--- src/rtl/interleave_gate_seq.sv ---
module interleave_gate_seq #(
  parameter int N_CELLS = 2,
  parameter int CNT_W   = 8,
  parameter int CUR_W   = 12,
  localparam int RW     = $clog2(N_CELLS)
) (
  input  logic                     clk,
  input  logic                     rst,
  input  logic [CNT_W-1:0]         duty,
  input  logic [CNT_W-1:0]         carrier,
  input  logic [N_CELLS*CUR_W-1:0] cell_cur,
  output logic [N_CELLS-1:0]       gate,
  output logic [RW-1:0]            region
);
  localparam int SUB_W = CNT_W - RW;
  localparam logic [RW-1:0] TOP = RW'(N_CELLS - 1);

  logic [RW-1:0]      k_q;
  logic [SUB_W-1:0]   frac_q;
  logic               armed_q;
  logic [N_CELLS-1:0] gate_q, gate_nxt;
  logic [RW:0]        cnt, tgt;
  logic               pulse;

  logic               lo_found, hi_found;
  logic [RW-1:0]      lo_idx, hi_idx;
  logic [CUR_W-1:0]   lo_val, hi_val, cv;

  assign pulse  = carrier[SUB_W-1:0] < frac_q;
  assign tgt    = armed_q ? ({1'b0, k_q} + {{RW{1'b0}}, pulse}) : '0;
  assign gate   = gate_q;
  assign region = TOP - k_q;

  always_comb begin
    cnt = '0;
    for (int i = 0; i < N_CELLS; i++) cnt = cnt + (RW+1)'(gate_q[i]);
  end

  always_comb begin
    lo_found = 1'b0; lo_idx = '0; lo_val = '0;
    hi_found = 1'b0; hi_idx = '0; hi_val = '0;
    cv = '0;
    for (int i = 0; i < N_CELLS; i++) begin
      cv = cell_cur[i*CUR_W +: CUR_W];
      if (!gate_q[i] && (!lo_found || cv < lo_val)) begin
        lo_found = 1'b1; lo_idx = RW'(i); lo_val = cv;
      end
      if (gate_q[i] && (!hi_found || cv > hi_val)) begin
        hi_found = 1'b1; hi_idx = RW'(i); hi_val = cv;
      end
    end
  end

  always_comb begin
    gate_nxt = gate_q;
    if (tgt > cnt && lo_found)      gate_nxt[lo_idx] = 1'b1;
    else if (tgt < cnt && hi_found) gate_nxt[hi_idx] = 1'b0;
  end

  always_ff @(posedge clk) begin
    if (rst) begin
      k_q     <= '0;
      frac_q  <= '0;
      armed_q <= 1'b0;
      gate_q  <= '0;
    end else begin
      gate_q <= gate_nxt;
      if (carrier == '1) begin
        k_q     <= duty[CNT_W-1:SUB_W];
        frac_q  <= duty[SUB_W-1:0];
        armed_q <= 1'b1;
      end
    end
  end

  logic                     past_ok;
  logic [N_CELLS-1:0]       gate_d;
  logic [N_CELLS*CUR_W-1:0] cur_d;
  logic [RW+1:0]            cnt_w, cnt_d;

  assign cnt_w = {1'b0, cnt};

  always_ff @(posedge clk) begin
    past_ok <= !rst;
    gate_d  <= gate_q;
    cur_d   <= cell_cur;
    cnt_d   <= cnt_w;
  end

  assert_gates_idle_R8: assert property (@(posedge clk) disable iff (rst)
    !armed_q |-> gate_q == '0);

  assert_single_step_R7: assert property (@(posedge clk) disable iff (rst)
    past_ok |-> (cnt_w <= cnt_d + 1'b1) && (cnt_d <= cnt_w + 1'b1));

  always @(posedge clk) begin
    if (!rst && past_ok) begin
      for (int i = 0; i < N_CELLS; i++) begin
        for (int j = 0; j < N_CELLS; j++) begin
          if (j != i && gate_q[i] && !gate_d[i] && !gate_d[j])
            assert_pick_on_R5: assert (cur_d[i*CUR_W +: CUR_W] < cur_d[j*CUR_W +: CUR_W] ||
              (cur_d[i*CUR_W +: CUR_W] == cur_d[j*CUR_W +: CUR_W] && i < j));
          if (j != i && !gate_q[i] && gate_d[i] && gate_d[j])
            assert_pick_off_R6: assert (cur_d[i*CUR_W +: CUR_W] > cur_d[j*CUR_W +: CUR_W] ||
              (cur_d[i*CUR_W +: CUR_W] == cur_d[j*CUR_W +: CUR_W] && i < j));
        end
      end
    end
  end
endmodule

--- config.mk ---
export PLATFORM = sky130hd
export DESIGN_NAME = interleave_gate_seq
export DESIGN_NICKNAME = d
export VERILOG_FILES = /design/src/rtl/interleave_gate_seq.sv
export SDC_FILE = /design/constraint.sdc
export NUM_CORES = 1
export LEC_CHECK = 0
export ABC_AREA = 1
export ABC_CLOCK_PERIOD_IN_PS = 2600
export CAP_MARGIN = 20
export CORE_UTILIZATION = 47
export CTS_BUF_LIST = sky130_fd_sc_hd__clkbuf_8
export DETAILED_ROUTE_END_ITERATION = 8
export HOLD_SLACK_MARGIN = 0.1
export PLACE_DENSITY = 0.84
export SYNTH_ARGS = -nofsm -noshare
export SYNTH_HDL_FRONTEND = slang
export SYNTH_SLANG_ARGS = --single-unit
--- constraint.sdc ---
create_clock -name clk -period 2.6 [get_ports clk]
set_clock_uncertainty 0.15 [all_clocks]
set_input_delay 0.52 -clock clk [delete_from_list [all_inputs] [get_ports clk]]
set_output_delay 0.52 -clock clk [all_outputs]
set_load 0.01 [all_outputs]
======== Word-level counts from Yosys, hierarchy flattened ========
Index checks and enable logic that the tools add are counted.
cells by class
  add/subtract/negate cells ............... 3
  $mul .................................... 0
  divide/modulo/power cells ............... 0
  $lt $le $gt $ge ......................... 9
  equal/unequal tests ..................... 1
  shift operators ......................... 0
  multiplexer cells ....................... 15
  bitwise gates (word level) .............. 3
  reductions and logical operators ........ 11
operators with widths
  kind                                                         count
  2-to-1 mux 12 bit                                            2
  greater-than comparator 12 bit                               1
  less-than comparator 12 bit                                  1
  == test 8 bit (second input constant)                        1
  2-to-1 mux 1 bit                                             8
  less-than comparator 7 bit                                   1
  logical AND 1 bit                                            6
  2-to-1 mux 2 bit                                             3
  adder 1 x 1 -> 2 bit                                         2
  less-than comparator 1 x 2 -> 1 bit (second input constant)  2
  AND 2 bit                                                    1
  demux 1 bit (select 1 bit)                                   2
  greater-or-equal comparator 1 bit (second input constant)    2
  greater-than comparator 2 bit                                1
  zero test 1 bit                                              2
  logical OR 1 bit                                             2
  less-than comparator 2 bit                                   1
  NOT 2 bit                                                    1
  OR 2 bit                                                     1
  nonzero test 2 bit                                           1
  subtractor 1 bit (first input constant)                      1
word-level totals
  bits in registers ....................... 11
  latch bits .............................. 0
  RAM bits ................................ 0
  ROM bits ................................ 0
  bits of input ports ..................... 42
  logic and storage cells ................. 46
  memories ................................ 0

======== Longest topological paths before layout ========
Gate-level depths: netlist of the first run.
  depth in word-level cells ............... 13
  gate-level depth with buffers ........... 15
  mapped depth without buffers ............ 15

======== Least setup slack after synthesis of the first run ========
OpenSTA, ideal clock, no wires.
  kind .................................... input to register
  from .................................... in carrier[6]
  to ...................................... reg gate_q[1] (netlist: gate[1])
  library setup time ...................... 131 ps
  arrival time ............................ 2089 ps
  required time ........................... 2319 ps
  slack ................................... 230 ps
  stages .................................. 14
  buffers on the path ..................... 0
  cell sequence ........................... ha_1 > nand2_1 > o21ai_0 > a21oi_1 > ha_1 > nand2_1 > inv_1 > ha_1 > a21oi_1 > inv_1 > nor2_1 > nand2_1 > nand2_1 > a21oi_2
between the ends
  word-level cells in the longest chain between the ends .. 6
  elaborated cells on any way between the ends .. 9
  those cells by class .................... add/sub (1); order compare (3); mux (2); reduce/logical (3)
ends and longest elaborated chain
  item                                                                                line    RTL
  from (decl)                                                                         10      input logic [CNT_W-1:0] carrier,
  less-than comparator 7 bit *                                                        29      assign pulse = carrier[SUB_W-1:0] < frac_q;
  adder 1 x 1 -> 2 bit *                                                              30      assign tgt = armed_q ? ({1'b0, k_q} + {{RW{1'b0}}, pulse}) : '0;
  2-to-1 mux 2 bit *                                                                  30
  greater-than comparator 2 bit / less-than comparator 2 bit (equally long branches)  56, 57
  logical AND 1 bit (on tied branches)                                                56, 57
  2-to-1 mux 2 bit / nonzero test 2 bit (equally long branches)                       n/a
  to (signal assigned)                                                                67      gate_q <= gate_nxt;
  to (decl)                                                                           21      logic [N_CELLS-1:0] gate_q, gate_nxt;
Every way passes the cells marked *; elsewhere a longest branch is shown, timed or not.
A chain may end at the register's enable or synchronous reset.

======== Worst setup path after layout of the first run ========
  from .................................... in carrier[4]
  to ...................................... reg gate_q[1] (netlist: gate[1])
Same word-level chain as after synthesis.

==> impl_metrics.py, run 1 <==
metrics = {
    "hold_path": {
        "timing.hold.worst.class": "flip-flop to flip-flop",
    },
    "power": {
        "power.density_nw_per_um2": 394,
        "p_comb_share_pct": 51.4,
        "cellInternalPower_w": 0.000471,
        "net-switching-power_w": 0.000285,
        "clkPwrFrac_pct": 22.6,
        "irDropWorstVdd_uv": 341,
        "leakage_nw": 0.904,
        "power.share.switching_pct": 37.7,
        "power.total_w": 0.000756,
        "power.share.sequential_pct": 26.0,
    },
    "worst_setup_path": {
        "critical_path.startpoint_type": "input pin",
        "cp_cell_sequence": "dlygate4sd2_1 > ha_1 > a21oi_2 > o21ai_2 > a21oi_2 > ha_2 > nand2_1 > ha_2 > inv_1 > a21oi_1 > inv_1 > nor2_2 > nand2_1 > nand2_1 > a21oi_2",
        "max_stage_delay_ns": 0.30,
        "timing.critical_path.arrival_ns": 2.46,
        "critical_path.slowest_cell": "sky130_fd_sc_hd__ha_1",
        "worstSetupEndpointType": "flip-flop",
        "worst_setup_path_class": "input pin to flip-flop",
        "critical_path_required_ns": 2.56,
        "worstPathMaxFanout": 2,
    },
    "timing": {
        "setup_viol_count_final": 0,
        "final_min_period_over_clock_period_pct": 96.0,
        "timing_hold_violations_final": 0,
        "relSlewSlack_pct": 64.9,
        "finalCriticalPeriod_ns": 2.50,
        "finalMaxSlewViolations": 0,
        "tightest_slew_ns": 0.525,
        "peak_freq_mhz": 401,
        "final.hold.worst_slack_ns": 0.325,
    },
    "routing": {
        "initialDrtViolationCount": 13,
        "routed_wire_length_per_instance_um": 11.6,
        "detailedRoute.firstPassIterationCount": 4,
        "final_routed_drc_violation_total": 0,
        "final_routed_wirelength_um": 3240,
        "antenna_violating_nets_post_route": 0,
        "vias_per_cell": 5.10,
        "route.vias.total": 1418,
    },
    "yosys": {
        "synth.distinct_cells": 18,
        "syn_inst": 202,
        "ys_seq_area_share_pct": 16.7,
        "postSynthRegisterBits": 11,
        "avgSynthCellArea_um2": 6.55,
        "yosysWarnings": 0,
        "postSynthNetCount": 278,
        "synthesis.area_um2": 1320,
    },
    "clocking": {
        "insertion_delay_ns": 0.24,
        "tritoncts_num_sinks": 11,
        "numCtsBuffers": 3,
        "path_clk_slew_ns": 0.05,
        "post-cts-setup-buffer-count": 0,
        "longest_clk_path_bufs": 2,
        "clock_tree.htree_level_count": 1,
        "cts_tree": "built",
        "cts_root_buf": "sky130_fd_sc_hd__clkbuf_8",
    },
    "final_layout": {
        "seqCellArea_um2": 220,
        "multiInputGateArea_um2": 1050,
        "finish.cell_count_without_fillers": 278,
        "net_count_reported_at_finish": 325,
        "mostFrequentLayoutCells": "66 x sky130_fd_sc_hd__nand2_1, 38 x sky130_fd_sc_hd__clkdlybuf4s50_1, 29 x sky130_fd_sc_hd__ha_1",
        "diodes": 0,
        "final_area_um2": 1920,
        "layout-area-overhead-vs-synth_pct": 45.0,
        "fillers": 211,
        "commonest_non_fill_non_tap_cell_in_the_layout": "sky130_fd_sc_hd__nand2_1",
        "share_of_final_layout_standard_cells_stronger_than_drive_strength_1_pct": 10.5,
        "final_core_utilization_pct": 74.7,
    },
    "place": {
        "numPortBuffers": 44,
        "place.gp.congestion": 0.744,
        "hpwl_um": 2430,
        "post-place-cells": 274,
        "place_area_um2": 1800,
    },
    "die": {
        "floorplan.core_area_um2": 2570,
        "die_x_um": 55.0,
        "initial_utilization_pct": 51.5,
        "height_of_the_die_um": 55.0,
        "core.rowCount": 18,
        "floorplan.io_pins": 45,
        "die-area_um2": 3030,
    },
    "global_routing": {
        "track_usage_pct": 21.9,
        "grt_first_pass_wirelength_um": 4820,
        "use_met1_pct": 22.5,
        "grt_use_met3_pct": 4.10,
        "grt_antenna_before_repair": 0,
        "grt.met2_usage_pct": 44.4,
        "grt_start_max_net_pins": 18,
        "gr-max-usage-layer": "met2",
        "grt.overflow.total": 0,
        "first_global_vias": 1294,
    },
    "job": {
        "maxCapViolations": 0,
    },
    "run_status": {
        "status": "finished clean",
    },
}
## timing repair
item | in CTS | in global routing
setup endpoints to repair | 2 | 2
hold buffers | 0 | 0
gates resized for setup | 9 | 13
hold endpoints to repair | 0 | 0
pin swaps | 14 | 8
## logic make-up after synthesis
kind of cell    Yosys count  share of synthesized area, %
simple gates             93                          27.6
flops                    11                          16.7
fa+ha+maj                34                          32.2
buf+inv                  34                          9.74
compound gates           30                          13.8
## worst max-delay path: cells and delay by family
kind	cells	cell delay [ns]
AO/OA/AOI/OAI	5	0.51
adder cells (fa/ha/maj)	3	0.73
buffers and inverters	3	0.38
AND/OR/NAND/NOR	4	0.32
## cell usage after synthesis (all sizes together)
| master | n | area (µm²) |
|---|---|---|
| nand2 | 67 | 251 |
| ha | 34 | 425 |
| inv | 30 | 113 |
| nor2 | 18 | 70.1 |
| a21oi | 17 | 92.6 |
| dfxtp | 11 | 220 |
| a211oi | 8 | 60.1 |
| nand3 | 5 | 25.0 |
| clkbuf | 3 | 11.3 |
| nand4 | 3 | 18.8 |
| o21ai | 3 | 15.0 |
| a21o | 1 | 7.51 |
| buf | 1 | 5.00 |
| o211ai | 1 | 7.51 |
## layer usage
| layer | vias up | part of all wire, % | wire length (µm) |
|---|---|---|---|
| met5 | - | 0 | 0 |
| met4 | 0 | 0.53 | 17 |
| met3 | 3 | 4.8 | 155 |
| met2 | 36 | 49 | 1590 |
| met1 | 631 | 46 | 1480 |
| li1 | 748 | - | - |
## stage by stage
| step | setup slack (ns) | setup TNS [ns] |
|---|---|---|
| finish | 0.104 | 0 |
| global route | -0.0414 | -0.0417 |
| floorplan | 0.230 | 0 |
| CTS | 0.00235 | 0 |
| global placement | -0.257 | -0.486 |
| detailed placement | -0.322 | -0.605 |
## power groups by stage
stage | Combinational [W] | Clock [W] | Sequential [W]
4_1_cts | 0.000363 | 0.000176 | 0.000196
3_3_place_gp | 0.000346 | 0 | 0.000199
3_5_place_dp | 0.000361 | 0 | 0.000199
6_report | 0.000388 | 0.000171 | 0.000197
2_1_floorplan | 0.000218 | 0 | 0.000196
5_1_grt | 0.000445 | 0.000186 | 0.000198
## registers in the layout, summed over array words and instances, names as in the netlist
| register | count |
|---|---|
| frac_q | 7 |
| gate | 2 |
| armed_q | 1 |
| k_q | 1 |
## worst paths after layout
| path | endpoint | slack, ns | start | depth (start not counted) |
|---|---|---|---|---|
| max | gate[1] | 0.10 | carrier[4] | 15 |
| min reg2reg | armed_q | 0.32 | armed_q | 2 |
| max reg2reg | gate[1] | 0.25 | frac_q[4] | 15 |
| min | armed_q | 0.32 | armed_q | 2 |
## layout make-up
cell class | count | area share, %
Clock buffer | 3 | 2.15
Clock inverter | 1 | 0.196
Inverter | 30 | 5.87
Multi-Input combinational cell | 157 | 54.8
Sequential cell | 11 | 11.5
Tap cell | 30 | 1.96
Timing Repair Buffer | 46 | 23.5
Note: power is estimated with default switching activity, not from simulation.
==> inputs of run 2 (changes only) <==
--- a/config.mk
+++ b/config.mk
@@ -7,7 +7,7 @@
 export LEC_CHECK = 0
 export ABC_AREA = 1
 export ABC_CLOCK_PERIOD_IN_PS = 2600
-export CAP_MARGIN = 20
+export CAP_MARGIN = 25
 export CORE_UTILIZATION = 47
 export CTS_BUF_LIST = sky130_fd_sc_hd__clkbuf_8
 export DETAILED_ROUTE_END_ITERATION = 8
==> results of run 2 <==
Final layout, timing and power as in run 1 (identical DEF).
==> inputs of run 3 (changes only) <==
--- a/config.mk
+++ b/config.mk
@@ -13,6 +13,7 @@
 export DETAILED_ROUTE_END_ITERATION = 8
 export HOLD_SLACK_MARGIN = 0.1
 export PLACE_DENSITY = 0.84
+export SKIP_CTS_REPAIR_TIMING = 1
 export SYNTH_ARGS = -nofsm -noshare
 export SYNTH_HDL_FRONTEND = slang
 export SYNTH_SLANG_ARGS = --single-unit
==> run 3 against run 2 <==
  * Sequential power about the same
  * Fmax increased by 2.5%
  * Routed wire length rose by 0.53%
  * Die area did not move
  * Total power rose by 0.43%
  * Utilization grew 1.4 points
  * Combinational power hardly changed
  * Via count shrank 0.42%
  * Cell count is the same
  * Clock-buffer cell count unchanged
  * Critical path type unchanged
==> impl_metrics.py, run 3 (same netlist as run 1, synthesis figures left out) <==
metrics = {
    "run_status": {
        "status": "finished clean",
    },
    "die": {
        "die_x_um": 55.0,
        "floorplan.core_area_um2": 2570,
        "height_of_the_die_um": 55.0,
        "core.rowCount": 18,
        "floorplan.io_pins": 45,
        "initial_utilization_pct": 51.5,
        "die-area_um2": 3030,
    },
    "timing": {
        "final_critical_path_setup_slack_ns": 0.164,
        "finalMaxSlewViolations": 0,
        "tightest_slew_ns": 0.547,
        "finalCriticalPeriod_ns": 2.44,
        "final.hold.worst_slack_ns": 0.321,
        "final_min_period_over_clock_period_pct": 93.7,
        "grt_setup_unrepaired": "false",
        "timing_hold_violations_final": 0,
        "peak_freq_mhz": 411,
        "relSlewSlack_pct": 63.5,
        "setup_viol_count_final": 0,
    },
    "place": {
        "post-place-cells": 274,
        "detailedPlace.worstSlack_ns": -0.322,
        "numPortBuffers": 44,
        "hpwl_um": 2430,
        "place.gp.congestion": 0.744,
    },
    "routing": {
        "final_routed_drc_violation_total": 0,
        "initialDrtViolationCount": 26,
        "routed_wire_length_per_instance_um": 11.7,
        "vias_per_cell": 5.08,
        "final_routed_wirelength_um": 3250,
        "antenna_violating_nets_post_route": 0,
        "detailedRoute.firstPassIterationCount": 4,
        "route.vias.total": 1412,
    },
    "clocking": {
        "cts_root_buf": "sky130_fd_sc_hd__clkbuf_8",
        "cts_tree": "built",
        "tritoncts_num_sinks": 11,
        "insertion_delay_ns": 0.25,
        "clock_tree.htree_level_count": 1,
        "numCtsBuffers": 3,
        "path_clk_slew_ns": 0.05,
        "longest_clk_path_bufs": 2,
    },
    "global_routing": {
        "grt_first_pass_wirelength_um": 4810,
        "grt.overflow.total": 0,
        "grt_use_met3_pct": 4.10,
        "gr-max-usage-layer": "met2",
        "first_global_vias": 1296,
        "grt.met2_usage_pct": 43.8,
        "grt_antenna_before_repair": 0,
        "track_usage_pct": 21.8,
        "grt_start_max_net_pins": 18,
        "use_met1_pct": 22.7,
    },
    "final_layout": {
        "diodes": 0,
        "multiInputGateArea_um2": 1070,
        "share_of_final_layout_standard_cells_stronger_than_drive_strength_1_pct": 10.1,
        "net_count_reported_at_finish": 325,
        "commonest_non_fill_non_tap_cell_in_the_layout": "sky130_fd_sc_hd__nand2_1",
        "layout-area-overhead-vs-synth_pct": 47.7,
        "mostFrequentLayoutCells": "66 x sky130_fd_sc_hd__nand2_1, 38 x sky130_fd_sc_hd__clkdlybuf4s50_1, 28 x sky130_fd_sc_hd__inv_1, 28 x sky130_fd_sc_hd__ha_1, 16 x sky130_fd_sc_hd__nor2_1",
        "finish.cell_count_without_fillers": 278,
        "fillers": 195,
        "seqCellArea_um2": 220,
        "largest_register_ffs": 7,
        "largest_register": "frac_q",
    },
    "worst_setup_path": {
        "max_stage_delay_ns": 0.43,
        "worstSetupEndpointType": "flip-flop",
        "top_cell_by_count_worst_path": "sky130_fd_sc_hd__nand2_1",
        "critical_path.startpoint_type": "input pin",
        "crit_start": "carrier[0]",
        "worst_path_dominant_cell_family": "buffers and inverters",
        "timing.critical_path.arrival_ns": 2.40,
        "critical_path.n_buffers_inverters": 3,
        "cp_cell_sequence": "clkdlybuf4s50_1 > o211ai_1 > nand2_1 > a21oi_2 > ha_1 > nand2_1 > ha_2 > inv_1 > a21oi_1 > inv_1 > nor2_2 > nand2_1 > nand2_2 > a21oi_2",
        "critical_path.slowest_cell": "sky130_fd_sc_hd__clkdlybuf4s50_1",
        "worstPathMaxFanout": 2,
        "critical_path_required_ns": 2.56,
        "worst_setup_path_class": "input pin to flip-flop",
        "rr_startpoint": "frac_q[6]",
    },
    "power": {
        "leakage_nw": 0.948,
        "power.density_nw_per_um2": 389,
        "power.total_w": 0.000759,
        "irDropWorstVdd_uv": 347,
    },
    "hold_path": {
        "timing.hold.worst.class": "flip-flop to flip-flop",
        "min-delay-start": "frac_q[0]",
    },
    "job": {
        "maxCapViolations": 0,
    },
}
## run 3: cell count changes in the layout (fill, tap and decap cells not counted), sizes merged
| cell | delta |
|---|---|
| dlymetal6s2s | +5 |
| dlygate4sd2 | -5 |
## run 3: worst paths after layout
kind                     to  slack, ns  cells after the start
setup / recovery    gate[1]       0.16                     14
hold / removal    frac_q[0]       0.32                      2
setup reg to reg    gate[1]       0.30                     15
hold reg to reg   frac_q[0]       0.32                      2
## run 3: tightest hold or removal path: stages (launching register included)
cell	delay, ns
sky130_fd_sc_hd__dfxtp_1	0.29
sky130_fd_sc_hd__inv_1	0.06
sky130_fd_sc_hd__a211oi_1	0.07
## run 3: layout make-up
cell class	instances	share of cell area (%)
Multi-Input combinational cell	157	54.6
Sequential cell	11	11.3
Timing Repair Buffer	46	24.1
Clock inverter	1	0.192
Tap cell	30	1.92
Clock buffer	3	2.11
Inverter	30	5.77
## run 3: routing by layer
metal | up-vias | routed length [µm]
li1 | 749 | -
met4 | 0 | 39
met3 | 5 | 140
met5 | - | 0
met1 | 629 | 1490
met2 | 29 | 1580
## run 3: power breakdown
part           switching, W  internal (W)  total (W)
sequential        0.0000189      0.000177   0.000196
clock             0.0000721      0.000104   0.000176
combinational      0.000195      0.000191   0.000386
## run 3: per-stage QoR
step	setup TNS [ns]	utilization [%]	cell area [µm²]
after floorplan	0	-	1320
after global placement	-0.486	70.1	1800
after detailed placement	-0.605	70.1	1800
after CTS	-0.109	71.8	1840
after global routing	0	76.1	1950
final	0	76.1	1950
